File: src/rtl/dbr_pkg.sv
package dbr_pkg;

    typedef enum logic [1:0] {
        CMD_NOP     = 2'd0,
        CMD_READ    = 2'd1,
        CMD_REFRESH = 2'd2
    } mem_cmd_e;

    typedef enum logic [1:0] {
        ST_IDLE,
        ST_BURST,
        ST_DRAIN,
        ST_REFRESH
    } fetch_st_e;

    // bits needed to hold values 0..n
    function automatic int cw(input int n);
        return (n < 1) ? 1 : $clog2(n + 1);
    endfunction

endpackage

File: src/rtl/dbr_refresh_timer.sv
module dbr_refresh_timer #(
    parameter int PERIOD = 6_400_000
) (
    input  logic clk,
    input  logic rst,
    input  logic sweep_done,
    output logic ref_pend
);
    localparam int CW = dbr_pkg::cw(PERIOD - 1);
    localparam logic [CW-1:0] LAST = CW'(PERIOD - 1);

    logic [CW-1:0] cnt;
    logic          wrap;

    assign wrap = (cnt == LAST);

    always_ff @(posedge clk) begin
        if (rst) begin
            cnt      <= '0;
            ref_pend <= 1'b0;
        end else begin
            cnt <= wrap ? '0 : cnt + CW'(1);
            if (wrap)
                ref_pend <= 1'b1;
            else if (sweep_done)
                ref_pend <= 1'b0;
        end
    end

    // a request stays up until the sweep reports completion
    a_r7_pend_held: assert property (@(posedge clk) disable iff (rst)
        (ref_pend && !sweep_done) |=> ref_pend);

endmodule

File: src/rtl/dbr_swap_ctrl.sv
module dbr_swap_ctrl #(
    parameter int AW = 12
) (
    input  logic          clk,
    input  logic          rst,
    input  logic          wr_done,
    input  logic [AW-1:0] wr_last_addr,
    input  logic          do_swap,
    output logic          sel,
    output logic [AW-1:0] sw_addr,
    output logic          wr_seen
);
    logic [AW-1:0] pend_addr;

    always_ff @(posedge clk) begin
        if (rst) begin
            sel       <= 1'b0;
            sw_addr   <= '0;
            wr_seen   <= 1'b0;
            pend_addr <= '0;
        end else begin
            if (do_swap) begin
                sel     <= ~sel;
                sw_addr <= pend_addr;
                wr_seen <= 1'b0;
            end
            if (wr_done) begin
                wr_seen   <= 1'b1;
                pend_addr <= wr_last_addr;
            end
        end
    end

    // a swap is only taken once the writer has reported done
    a_r2_swap_needs_writer: assert property (@(posedge clk) disable iff (rst)
        do_swap |-> wr_seen);

endmodule

File: src/rtl/dbr_fetch_fsm.sv
module dbr_fetch_fsm
    import dbr_pkg::*;
#(
    parameter int AW      = 12,
    parameter int BURST   = 8,
    parameter int ROWS    = 4096,
    parameter int REF_CYC = 8
) (
    input  logic          clk,
    input  logic          rst,
    input  logic          fifo_full,
    input  logic          mem_rvalid,
    input  logic          ref_pend,
    input  logic          wr_seen,
    input  logic [AW-1:0] sw_addr,
    output mem_cmd_e      cmd,
    output logic [AW-1:0] addr,
    output logic          do_swap,
    output logic          sweep_done,
    output logic          quiet,
    output logic          in_refresh
);
    localparam int BW   = cw(BURST);
    localparam int OW   = cw(BURST);
    localparam int RW   = AW + 1;
    localparam int WW   = cw(REF_CYC);
    localparam logic [BW-1:0] LAST_BEAT = BW'(BURST - 1);
    localparam logic [RW-1:0] ROW_END   = RW'(ROWS);
    localparam logic [WW-1:0] WAIT_LAST = WW'(REF_CYC - 1);

    fetch_st_e     st, nxt;
    logic [AW-1:0] rd_ptr;
    logic          reached;
    logic [BW-1:0] beat;
    logic [OW-1:0] outst, outst_n;
    logic [RW-1:0] row;
    logic [WW-1:0] wcnt;
    logic          issue;

    always_comb begin
        nxt        = st;
        do_swap    = 1'b0;
        sweep_done = 1'b0;
        cmd        = CMD_NOP;
        addr       = rd_ptr;
        unique case (st)
            ST_IDLE: begin
                if (ref_pend)
                    nxt = ST_REFRESH;
                else if (reached && wr_seen)
                    do_swap = 1'b1;
                else if (!reached && !fifo_full)
                    nxt = ST_BURST;
            end
            ST_BURST: begin
                cmd = CMD_READ;
                if (rd_ptr == sw_addr || beat == LAST_BEAT)
                    nxt = ST_DRAIN;
            end
            ST_DRAIN: begin
                if (outst == '0)
                    nxt = ST_IDLE;
            end
            ST_REFRESH: begin
                if (wcnt == '0) begin
                    if (row == ROW_END) begin
                        nxt        = ST_IDLE;
                        sweep_done = 1'b1;
                    end else begin
                        cmd  = CMD_REFRESH;
                        addr = row[AW-1:0];
                    end
                end
            end
            default: nxt = ST_IDLE;
        endcase
    end

    assign issue = (cmd == CMD_READ);

    always_comb begin
        unique case ({issue, mem_rvalid})
            2'b10:   outst_n = outst + OW'(1);
            2'b01:   outst_n = outst - OW'(1);
            default: outst_n = outst;
        endcase
    end

    always_ff @(posedge clk) begin
        if (rst) begin
            st      <= ST_IDLE;
            rd_ptr  <= '0;
            reached <= 1'b1;
            beat    <= '0;
            outst   <= '0;
            row     <= '0;
            wcnt    <= '0;
        end else begin
            st    <= nxt;
            outst <= outst_n;
            unique case (st)
                ST_IDLE: begin
                    if (nxt == ST_REFRESH) begin
                        row  <= '0;
                        wcnt <= '0;
                    end
                    if (do_swap) begin
                        rd_ptr  <= '0;
                        reached <= 1'b0;
                    end
                    if (nxt == ST_BURST)
                        beat <= '0;
                end
                ST_BURST: begin
                    rd_ptr <= rd_ptr + AW'(1);
                    beat   <= beat + BW'(1);
                    if (rd_ptr == sw_addr)
                        reached <= 1'b1;
                end
                ST_REFRESH: begin
                    if (wcnt == '0) begin
                        if (row != ROW_END) begin
                            row  <= row + RW'(1);
                            wcnt <= WAIT_LAST;
                        end
                    end else begin
                        wcnt <= wcnt - WW'(1);
                    end
                end
                default: ;
            endcase
        end
    end

    assign quiet      = (outst == '0);
    assign in_refresh = (st == ST_REFRESH);

    // a burst only begins when the FIFO had room
    a_r3_start_needs_room: assert property (@(posedge clk) disable iff (rst)
        (st == ST_BURST && $past(st) == ST_IDLE) |-> !$past(fifo_full));

    // once the switch address is fetched, no further reads
    a_r5_halt_at_switch: assert property (@(posedge clk) disable iff (rst)
        reached |-> (st != ST_BURST));

    // refresh runs only with every read returned
    a_r8_refresh_drained: assert property (@(posedge clk) disable iff (rst)
        (st == ST_REFRESH) |-> (outst == '0));

    // burst length bound
    a_r3_burst_bound: assert property (@(posedge clk) disable iff (rst)
        (st == ST_BURST) |-> (beat <= LAST_BEAT));

endmodule

File: src/rtl/dbuf_rd_switch.sv
module dbuf_rd_switch
    import dbr_pkg::*;
#(
    parameter int AW         = 12,
    parameter int DW         = 16,
    parameter int BURST      = 8,
    parameter int REF_PERIOD = 6_400_000,
    parameter int REF_CYC    = 8,
    parameter int ROWS       = 4096
) (
    input  logic          clk,
    input  logic          rst,
    input  logic          wr_done,
    input  logic [AW-1:0] wr_last_addr,
    input  logic          fifo_full,
    input  logic          mem_rvalid,
    input  logic [DW-1:0] mem_rdata,
    output logic          sel,
    output logic [1:0]    mem_cmd,
    output logic [AW-1:0] mem_addr,
    output logic          fifo_wr,
    output logic [DW-1:0] fifo_wdata
);
    mem_cmd_e      cmd;
    logic          do_swap, sweep_done, ref_pend, wr_seen, quiet, in_refresh;
    logic [AW-1:0] sw_addr;

    dbr_refresh_timer #(.PERIOD(REF_PERIOD)) u_timer (
        .clk        (clk),
        .rst        (rst),
        .sweep_done (sweep_done),
        .ref_pend   (ref_pend)
    );

    dbr_swap_ctrl #(.AW(AW)) u_swap (
        .clk          (clk),
        .rst          (rst),
        .wr_done      (wr_done),
        .wr_last_addr (wr_last_addr),
        .do_swap      (do_swap),
        .sel          (sel),
        .sw_addr      (sw_addr),
        .wr_seen      (wr_seen)
    );

    dbr_fetch_fsm #(
        .AW      (AW),
        .BURST   (BURST),
        .ROWS    (ROWS),
        .REF_CYC (REF_CYC)
    ) u_fsm (
        .clk        (clk),
        .rst        (rst),
        .fifo_full  (fifo_full),
        .mem_rvalid (mem_rvalid),
        .ref_pend   (ref_pend),
        .wr_seen    (wr_seen),
        .sw_addr    (sw_addr),
        .cmd        (cmd),
        .addr       (mem_addr),
        .do_swap    (do_swap),
        .sweep_done (sweep_done),
        .quiet      (quiet),
        .in_refresh (in_refresh)
    );

    assign mem_cmd = cmd;

    always_ff @(posedge clk) begin
        if (rst) begin
            fifo_wr    <= 1'b0;
            fifo_wdata <= '0;
        end else begin
            fifo_wr    <= mem_rvalid;
            fifo_wdata <= mem_rdata;
        end
    end

    // the select moves only after a silent, drained cycle
    a_r6_swap_when_quiet: assert property (@(posedge clk) disable iff (rst)
        (sel != $past(sel)) |-> ($past(cmd) == CMD_NOP && $past(quiet)));

    // nothing is pushed while a sweep runs
    a_r7_no_push_in_refresh: assert property (@(posedge clk) disable iff (rst)
        in_refresh |-> !fifo_wr);

endmodule

File: config.mk
export PLATFORM = sky130hd
export DESIGN_NAME = dbuf_rd_switch
export DESIGN_NICKNAME = d
export VERILOG_FILES = /design/src/rtl/dbr_pkg.sv /design/src/rtl/dbr_refresh_timer.sv /design/src/rtl/dbr_swap_ctrl.sv /design/src/rtl/dbr_fetch_fsm.sv /design/src/rtl/dbuf_rd_switch.sv
export SDC_FILE = /design/constraint.sdc
export NUM_CORES = 1
export LEC_CHECK = 0
export BUFFER_PORTS_ARGS = -buffer_cell sky130_fd_sc_hd__buf_4
export CAP_MARGIN = 30
export CORE_UTILIZATION = 33
export CTS_BUF_LIST = sky130_fd_sc_hd__clkbuf_4 sky130_fd_sc_hd__clkbuf_8 sky130_fd_sc_hd__clkbuf_16
export DETAILED_ROUTE_END_ITERATION = 7
export SYNTH_ARGS = -nofsm -noshare
export SYNTH_HDL_FRONTEND = slang
export SYNTH_HIERARCHICAL = 1
export SYNTH_SLANG_ARGS = --single-unit
export TNS_END_PERCENT = 30
File: constraint.sdc
create_clock -name clk -period 6.6 [get_ports clk]
set_input_delay 0.66 -clock clk [delete_from_list [all_inputs] [get_ports clk]]
set_output_delay 0.66 -clock clk [all_outputs]
set_load 0.01 [all_outputs]
==> reports/metrics.csv, run 1 <==
stage;metric;value;unit
outcome;status;completed;
sta;min_period;3412;ps
synthesis;synth_async_sr_flop_share;0;%
synthesis;synth.cell_area;0.005056;mm²
synthesis;synth_edf_count;0;
grt;grt_pass1_wl;18.52;mm
placement;gp_congestion;0.8777;
routing;drt_iter0_markers;354;
power;p_per_area;267.3;mW/mm²
placement;place_hpwl;7.966;mm
layout;nets;647;
routing;antenna_left;0;
setup_path;regToRegStartpoint;u_fsm/row[0];
power;ir_worst_vdd;137.5;µV
synthesis;avgSynthCellArea;9.294;µm²
floorplan;fp-row-count;44;
synthesis;synth_commonest_cells;dfxtp_1, nor2_1, nand2_1;
routing;wl;11.04;mm
clock_network;path_clk_slew;70;ps
setup_path;cp_max_fo;9;
setup_path;crit_type;reg2out;
synthesis;synth_cell_types;63;
clock_network;clkSinkCount;107;
routing;route.detailed.drc;0;
clock_network;cts_resized;0;
grt;antenna_found_initial;0;
hold_path;hold_class;reg2reg;
synthesis;synth_most_common_cell;dfxtp_1;
floorplan;num_io_pins;65;
routing;dr.pass1.iters;4;
synthesis;post-synth-top-area-fraction;42.37;%
floorplan;fp.coreArea;0.01475;mm²
setup_path;r2r_end;u_fsm/row[11];
placement;pre_cts_ws;3518;ps
setup_path;cp-startpoint;u_fsm/wcnt[0];
floorplan;die_y;125.8;µm
routing;vias;4016;
clock_network;clock-root-buffer;clkbuf_16;
setup_path;end_kind;output pin;
sta;tns;0;ps
grt;grt_usage;14.34;%
synthesis;netlist_top_cells_area;dfxtp_1, nor2_1, mux2i_1;
routing;via_per_inst;5.103;
setup_path;cp.arrival;2750;ps
clock_network;cts_hold_buffers;0;
power;p_leak;0.002326;µW
setup_path;cp-endpoint;mem_addr[7];
floorplan;fp.dieW;125.8;µm
synthesis;ys.flop_type;dfxtp_1;
sta;period_share;51.69;%
clock_network;clockBufferDepth;2;
setup_path;reg2reg_slack;3780;ps
sta;tightestPinTransition;724.0;ps
synthesis;yosysWarnings;6;
sta;setup_violations;0;
sta;final-hold-violation-count;0;
clock_network;cts_made_buffers;9;
clock_network;postCtsSetupRepairBufs;0;
sta;final_max_slew_viol_count;0;
synthesis;ys_seq_area_share;42.37;%
floorplan;dieArea;0.01582;mm²
setup_path;r2r_cells;9;
placement;port_buffers;64;
sta;fmax;293.1;MHz
clock_network;cts_tree;built;
grt;grt_pass1_vias;3910;
clock_network;htreeDepth;3;
grt;grt_start_max_net_pins;68;
sta;rsz0062_at_grt;false;
synthesis;synth_seq_cells;107;
setup_path;start_kind;flop;
sta;slew_headroom;51.68;%
job;cap_violations;0;
sta;skew;6.735;ps
layout;drive_above_1_share;19.40;%
floorplan;start_util;34.27;%
setup_path;crit_required;5940;ps
layout;diodes;0;
synthesis;synthCells;544;
synthesis;synth_nets;593;
clock_network;clock_latency;340;ps
routing;wl_per_cell;14.03;µm
grt;overflow;0;
synthesis;synth_top_area_cell;dfxtp_1;
sta;setup_ws;3188;ps
layout;area_growth;17.64;%
## how the worst min path moves through the flow
stage / from / to / slack, ps / cells past startpoint
floorplan: u_fsm/beat[3] / u_fsm/beat[3] / 420 / 1
global placement: u_timer/cnt[0] / u_timer/cnt[0] / 440 / 1
detailed placement: u_timer/cnt[0] / u_timer/cnt[0] / 450 / 1
CTS: u_timer/cnt[0] / u_timer/cnt[0] / 460 / 1
global route: u_timer/cnt[0] / u_timer/cnt[0] / 480 / 1
finish: u_timer/cnt[0] / u_timer/cnt[0] / 460 / 1
## worst max-delay path: stages, from the launching register on
cell and delay (ps):
dfxtp_1 330, inv_1 100, ha_1 170, nor3b_1 250, and2_1 230, nor2b_1 610
buf_6 230, mux2_2 350, buf_4 150
## final cells by class
class | instances | area, µm²
Clock buffer | 10 | 232.7
Clock inverter | 6 | 97.59
Fill cell | 1456 | 8806
Inverter | 25 | 93.84
Multi-Input combinational cell | 388 | 2645
Sequential cell | 107 | 2142
Tap cell | 184 | 230.2
Timing Repair Buffer | 67 | 506.7
## state kept, by name (all words and copies together) (netlist names)
| signal | cells |
|---|---|
| u_timer/cnt | 23 |
| fifo_wdata | 16 |
| u_fsm/row | 13 |
| u_fsm/rd_ptr | 12 |
| u_swap/pend_addr | 12 |
| u_swap/sw_addr | 12 |
| u_fsm/beat | 4 |
| u_fsm/outst | 4 |
| u_fsm/wcnt | 4 |
| u_fsm/st | 2 |
| fifo_wr | 1 |
| u_fsm/reached | 1 |
| u_swap/sel | 1 |
| u_swap/wr_seen | 1 |
| u_timer/ref_pend | 1 |
## routing by layer
layer  share of wire, %  GRT usage (%)
met5                  0              0
met4                1.3          5.245
met3                5.6          3.526
met2                 48          24.41
met1                 45          17.52
## power breakdown
| part | switching [µW] | internal, µW |
|---|---|---|
| Clock | 244 | 342 |
| Combinational | 163 | 128 |
| Sequential | 32.2 | 681 |
| Total | 439 | 1150 |
## cell usage in the layout (no fill, tap or decap), drive strengths merged, types with 20 or more instances in the layout
cell / synthesis / routed
xnor2: 20 / 20
buf: 14 / 67
mux2i: 24 / 24
inv: 25 / 27
nand2: 28 / 28
o21ai: 27 / 27
a21oi: 20 / 20
dfxtp: 107 / 107
nor2: 73 / 73
## cell families after synthesis
| group | Yosys count | synth area share, % |
|---|---|---|
| fa+ha+maj | 16 | 4.108 |
| xor+xnor | 37 | 6.558 |
| compound gates | 87 | 11.73 |
| flops | 107 | 42.37 |
| buf+inv | 49 | 5.321 |
| simple gates | 212 | 22.49 |
| mux | 36 | 7.424 |
## through the flow
step | hold slack (ps) | utilization (%) | total power, µW | std cells | cell area [µm²]
finish | 462.0 | 40.32 | 1590 | 787 | 5948
global route | 478.4 | 40.32 | 1675 | 787 | 5948
CTS | 464.6 | 40.32 | 1612 | 787 | 5948
floorplan | 424.9 | - | 945.5 | 544 | 5056
detailed placement | 447.3 | 38.08 | 1017 | 771 | 5618
global placement | 438.7 | 37.95 | 1006 | 769 | 5599
Note: power is estimated with default switching activity, not from simulation.
==> inputs of run 2 (changes only) <==
==> constraint.sdc (replaced) <==
create_clock -name clk -period 2.9 [get_ports clk]
set_input_delay 0.29 -clock clk [delete_from_list [all_inputs] [get_ports clk]]
set_output_delay 0.29 -clock clk [all_outputs]
set_load 0.01 [all_outputs]
==> run 2 against run 1 <==
- hold slack lost 310 ps
- critical path type is now reg2reg
- count of clock-buffer cells in the layout unchanged
- non-clock buffer count rose by 8
- highest routed layer unchanged
- wire length barely moved
- total power grew 120%
- clock power up 100%
- clock skew rose by 2.9 ps
- utilization increased by 0.20 points
==> reports/metrics.csv, run 2 (synthesized netlist as in run 1, its figures left out) <==
stage;metric;value;unit;change
outcome;status;completed;;
clock_network;cts_made_buffers;9;;unchanged
placement;gp_congestion;0.8559;;-2.5%
hold_path;hold_class;in2reg;;
layout;largest_register_ffs;23;;unchanged
grt;grt_pass1_vias;4009;;+2.5%
layout;drive_above_1_share;20.79;%;+1.4 points
clock_network;clock_latency;350;ps;about the same
sta;skew;9.639;ps;+2.904 ps
setup_path;crit_type;reg2reg;;
placement;port_buffers;64;;unchanged
routing;dr.pass1.iters;4;;unchanged
clock_network;clkSinkCount;107;;unchanged
clock_network;postCtsSetupRepairBufs;0;;unchanged
sta;period_share;95.94;%;
floorplan;start_util;34.27;%;unchanged
floorplan;fp.dieW;125.8;µm;unchanged
clock_network;path_clk_slew;70;ps;about the same
power;p_leak;0.002354;µW;+1.2%
sta;tns;0;ps;unchanged
routing;route.detailed.drc;0;;unchanged
clock_network;clockBufferDepth;2;;unchanged
routing;antenna_left;0;;unchanged
floorplan;dieArea;0.01582;mm²;unchanged
clock_network;clock-root-buffer;clkbuf_16;;
grt;grt_start_max_net_pins;42;;-38%
grt;overflow;0;;unchanged
sta;setup_violations;0;;unchanged
placement;placed_area;0.005674;mm²;+1.0%
clock_network;htreeDepth;3;;unchanged
clock_network;cts_tree;built;;
routing;vias;4037;;+0.52%
power;ir_worst_vdd;402.3;µV;+190%
floorplan;num_io_pins;65;;unchanged
setup_path;path_cells;inv_1 -> ha_1 -> or4bb_1 -> o31a_1 -> o41a_1 -> o21ai_2 -> a21o_1 -> nor2_2 -> a221o_1;;
sta;rsz0062_at_grt;false;;
layout;utilization;40.52;%;+0.20 points
sta;slew_headroom;64.43;%;+13 points
floorplan;die_y;125.8;µm;unchanged
sta;final-hold-violation-count;0;;unchanged
layout;regMostFlops;u_timer/cnt;;
grt;antenna_found_initial;0;;unchanged
setup_path;slowest_delay;440;ps;-170 ps
sta;fmax;359.4;MHz;
layout;diodes;0;;unchanged
grt;grt_usage;14.63;%;+0.29 points
power;power;3527;µW;+120%
routing;drt_iter0_markers;259;;-27%
layout;mostFrequentLayoutCell;dfxtp_1;;
layout;top_regs;u_timer/cnt (23), fifo_wdata (16), u_fsm/row (13);;
power;p_per_area;589.9;mW/mm²;+120%
setup_path;cp.arrival;3020;ps;+270 ps
setup_path;slowest_stage;or4bb_1;;
layout;layout_common_cells;dfxtp_1, buf_4, nor2_1;;
sta;hold-worst-slack;148.0;ps;-314.1 ps
sta;min_period;2782;ps;
setup_path;end_kind;flop;;
job;cap_violations;0;;unchanged
layout;area_growth;18.24;%;
layout;nets;655;;+1.2%
sta;final_max_slew_viol_count;0;;unchanged
routing;wl_per_cell;13.89;µm;-0.99%
placement;place_hpwl;8.048;mm;+1.0%
layout;stdcell_area;0.005978;mm²;+0.50%
setup_path;cp_max_fo;9;;unchanged
sta;tightestPinTransition;531.5;ps;-192.5 ps
routing;via_per_inst;5.078;;-0.49%
setup_path;start_kind;flop;;
floorplan;fp.coreArea;0.01475;mm²;unchanged
setup_path;crit_required;3140;ps;-2800 ps
grt;grt_pass1_wl;18.69;mm;+0.90%
floorplan;fp-row-count;44;;unchanged
routing;wl;11.04;mm;about the same
run 2: power breakdown:
group	switching, µW	total [µW]	internal [µW]
combinational	387	707	321
sequential	71.2	1620	1550
clock	575	1200	623
run 2: layout make-up:
cell class | instances | area, µm²
fill | 1463 | 8776
multi-input combinational | 388 | 2656
sequential | 107 | 2142
timing repair buffer | 75 | 563.0
clock buffer | 10 | 239.0
tap | 184 | 230.2
inverter | 25 | 93.84
clock inverter | 6 | 53.80
run 2: critical path: cells and delay by family (launching register included):
kind	cells	cell delay (ps)
compound gates	5	1510
fa+ha+maj	1	140
buf+inv	1	90
flops	1	340
simple gates	2	600
run 2: through the flow:
step / setup slack (ps) / cells
2_1_floorplan: 466.3 / 544
3_3_place_gp: 238.3 / 779
3_5_place_dp: 156.4 / 779
4_1_cts: 101.3 / 795
5_1_grt: 7.874 / 795
6_report: 117.8 / 795
run 2: path summary, 6_finish.rpt:
check | end | slack (ps) | from | cells past startpoint
hold reg to reg | u_timer/cnt[0] | 460 | u_timer/cnt[0] | 1
setup reg to reg | u_fsm/row[11] | 120 | u_fsm/row[1] | 9
setup / recovery | u_fsm/row[11] | 120 | u_fsm/row[1] | 9
hold / removal | fifo_wdata[4] | 150 | mem_rdata[4] | 2
run 2: what timing repair did:
action	CTS	global route
resized for setup	0	2
endpoints found under the hold margin	0	0
hold buffers	0	0
endpoints found under the setup margin	0	12
run 2: routing by layer:
layer | routed length, µm | part of all wire [%] | vias up | global-route usage [%]
li1 | - | - | 2044 | -
met1 | 5168 | 47 | 1902 | 17.07
met2 | 5232 | 47 | 85 | 25.33
met3 | 565 | 5.1 | 6 | 5.055
met4 | 77 | 0.70 | 0 | 4.181
met5 | 0 | 0 | - | 0
==> inputs of run 3 (changes only) <==
--- a/config.mk
+++ b/config.mk
@@ -10,6 +10,7 @@
 export CORE_UTILIZATION = 33
 export CTS_BUF_LIST = sky130_fd_sc_hd__clkbuf_4 sky130_fd_sc_hd__clkbuf_8 sky130_fd_sc_hd__clkbuf_16
 export DETAILED_ROUTE_END_ITERATION = 7
+export SETUP_SLACK_MARGIN = 0.4
 export SYNTH_ARGS = -nofsm -noshare
 export SYNTH_HDL_FRONTEND = slang
 export SYNTH_HIERARCHICAL = 1
==> constraint.sdc (replaced) <==
create_clock -name clk -period 2.4 [get_ports clk]
set_input_delay 0.24 -clock clk [delete_from_list [all_inputs] [get_ports clk]]
set_output_delay 0.24 -clock clk [all_outputs]
set_load 0.01 [all_outputs]
==> run 3 against run 2 <==
- the run now ends with negative setup slack left
- die area is the same
- utilization increased by 3.7 points
- via count up 4.1%
- worst setup slack got worse by 150 ps
- total power rose by 28%
- sequential share of layout area down 2.9 points
- wire length increased by 7.1%
- largest cell class unchanged
- clock skew increased by 2.4 ps
==> reports/metrics.csv, run 3 (synthesized netlist as in run 1, its figures left out) <==
stage;metric;value;unit;change
routing;antenna_left;0;;unchanged
setup_path;critPathTopFamily;simple AND/OR/NAND/NOR gates;;
clock_network;clockBufferDepth;2;;unchanged
grt;grt_pass1_vias;4196;;+4.7%
sta;hold-worst-slack;90.33;ps;-57.64 ps
power;power;4529;µW;+28%
clock_network;path_clk_slew;80;ps;about the same
setup_path;r2r_cells;9;;unchanged
placement;place_inst;812;;+4.2%
outcome;violations;negative setup slack;;
sta;setup_ws;-35.60;ps;-153.4 ps
grt;grt_usage;15.26;%;+0.64 points
sta;rsz0062_at_grt;true;;
sta;min_period;2436;ps;
routing;drt_iter0_markers;320;;+24%
sta;setup_violations;16;;+16
clock_network;cts_made_buffers;9;;unchanged
layout;regMostFlops;u_timer/cnt;;
hold_path;hold_class;in2reg;;
floorplan;fp.coreArea;0.01475;mm²;unchanged
setup_path;crit_type;reg2out;;
placement;gp_congestion;0.8361;;-2.3%
setup_path;cp.arrival;2200;ps;-820 ps
grt;grt_start_max_net_pins;45;;+7.1%
setup_path;end_kind;output pin;;
layout;layout_common_cells;dfxtp_1, buf_4, nor2_1;;
layout;nets;693;;+5.8%
sta;skew;12.02;ps;+2.378 ps
sta;fmax;410.6;MHz;
setup_path;slowest_stage;or4bb_4;;
setup_path;cp_common_cell;buf_6;;
routing;vias;4202;;+4.1%
layout;diodes;0;;unchanged
routing;dr.pass1.iters;4;;unchanged
setup_path;slowest_delay;480;ps;+40 ps
setup_path;regToRegStartpoint;u_fsm/row[0];;
clock_network;cts_tree;built;;
layout;top_regs;u_timer/cnt (23), fifo_wdata (16), u_fsm/row (13);;
setup_path;r2r_end;u_fsm/row[11];;
placement;port_buffers;64;;unchanged
layout;mostFrequentLayoutCell;dfxtp_1;;
hold_path;min_from;mem_rdata[7];;
placement;place_hpwl;8.394;mm;+4.3%
layout;stdcell_count;833;;+4.8%
power;p_per_area;694.0;mW/mm²;+18%
setup_path;path_cells;inv_2 -> ha_4 -> or4bb_4 -> nor3_4 -> nor2b_4 -> buf_6 -> mux2_4 -> buf_6;;
grt;overflow;0;;unchanged
floorplan;start_util;34.27;%;unchanged
layout;drive_above_1_share;31.12;%;+10 points
floorplan;die_y;125.8;µm;unchanged
setup_path;crit_required;2160;ps;-980 ps
routing;route.detailed.drc;0;;unchanged
routing;via_per_inst;5.044;;-0.66%
clock_network;clkSinkCount;107;;unchanged
outcome;status;finished, violations left;;
setup_path;critPathBufInv;3;;+2
clock_network;clock-root-buffer;clkbuf_16;;
grt;grt_pass1_wl;19.73;mm;+5.6%
layout;area_growth;29.08;%;
layout;fill_cells;1423;;-2.7%
hold_path;worstHoldEndpoint;fifo_wdata[7];;
setup_path;start_kind;flop;;
sta;final-hold-violation-count;0;;unchanged
sta;tightestPinTransition;686.0;ps;+154.5 ps
clock_network;htreeDepth;3;;unchanged
routing;wl_per_cell;14.19;µm;+2.2%
setup_path;cp.depth;8;;-1
sta;final_max_slew_viol_count;0;;unchanged
sta;period_share;101.5;%;
clock_network;clock_latency;350;ps;about the same
layout;largest_register_ffs;23;;unchanged
floorplan;dieArea;0.01582;mm²;unchanged
sta;tns;-320.3;ps;-320.3 ps
floorplan;fp.dieW;125.8;µm;unchanged
routing;wl;11.82;mm;+7.1%
job;cap_violations;0;;unchanged
grt;antenna_found_initial;0;;unchanged
floorplan;fp-row-count;44;;unchanged
setup_path;reg2reg_slack;-30;ps;-150 ps
sta;slew_headroom;54.10;%;-10 points
hold_path;min_path_cells;2;;unchanged
power;ir_worst_vdd;355.6;µV;-12%
setup_path;cp_max_fo;8;;-1
power;p_leak;0.002612;µW;+11%
floorplan;num_io_pins;65;;unchanged
[run 3: how the worst max path moves through the flow]
stage / startpoint / end
final: u_fsm/row[0] / mem_addr[1]
after global routing: u_fsm/row[0] / mem_addr[0]
after CTS: u_fsm/row[0] / mem_addr[0]
after detailed placement: u_fsm/row[0] / u_fsm/row[11]
after global placement: u_fsm/row[1] / u_fsm/row[11]
after floorplan: u_fsm/row[7] / u_fsm/row[11]
[run 3: repair_timing]
item / CTS / global route
hold buffers: 0 / 0
hold endpoints to repair: 0 / 0
gates cloned: 0 / 1
setup endpoints to repair: 46 / 68
gates resized for setup: 41 / 41
setup buffers: 3 / 1
pin swaps: 7 / 9
[run 3: per-stage QoR]
| stage | setup WS, ps | cell area, µm² | utilization [%] |
|---|---|---|---|
| final | -35.60 | 6526 | 44.23 |
| after detailed placement | -200.2 | 5937 | 40.24 |
| after CTS | -94.55 | 6369 | 43.16 |
| after global routing | -128.0 | 6526 | 44.23 |
| after global placement | -121.3 | 5937 | 40.24 |
| after floorplan | 100.8 | 5075 | - |
[run 3: layout make-up]
| type | count | area (µm²) | share of cell area, % |
|---|---|---|---|
| multi-input cells | 388 | 2848 | 43.63 |
| flip-flops and latches | 107 | 2150 | 32.94 |
| repair buffers | 113 | 904.6 | 13.86 |
| clock buffers | 10 | 232.7 | 3.566 |
| well taps | 184 | 230.2 | 3.528 |
| inverters | 25 | 96.34 | 1.476 |
| clock inverters | 6 | 65.06 | 0.9969 |
[run 3: metal layers]
metal,track usage [%],share of wire [%]
met1,19.12,46
met2,25.85,48
met3,4.418,5.3
met4,3.544,0.95
met5,0,0
[run 3: power breakdown]
group,internal [µW],switching (µW),total (µW)
combinational,521,558,1080
clock,752,736,1490
sequential,1870,87.5,1960
total,3150,1380,4530
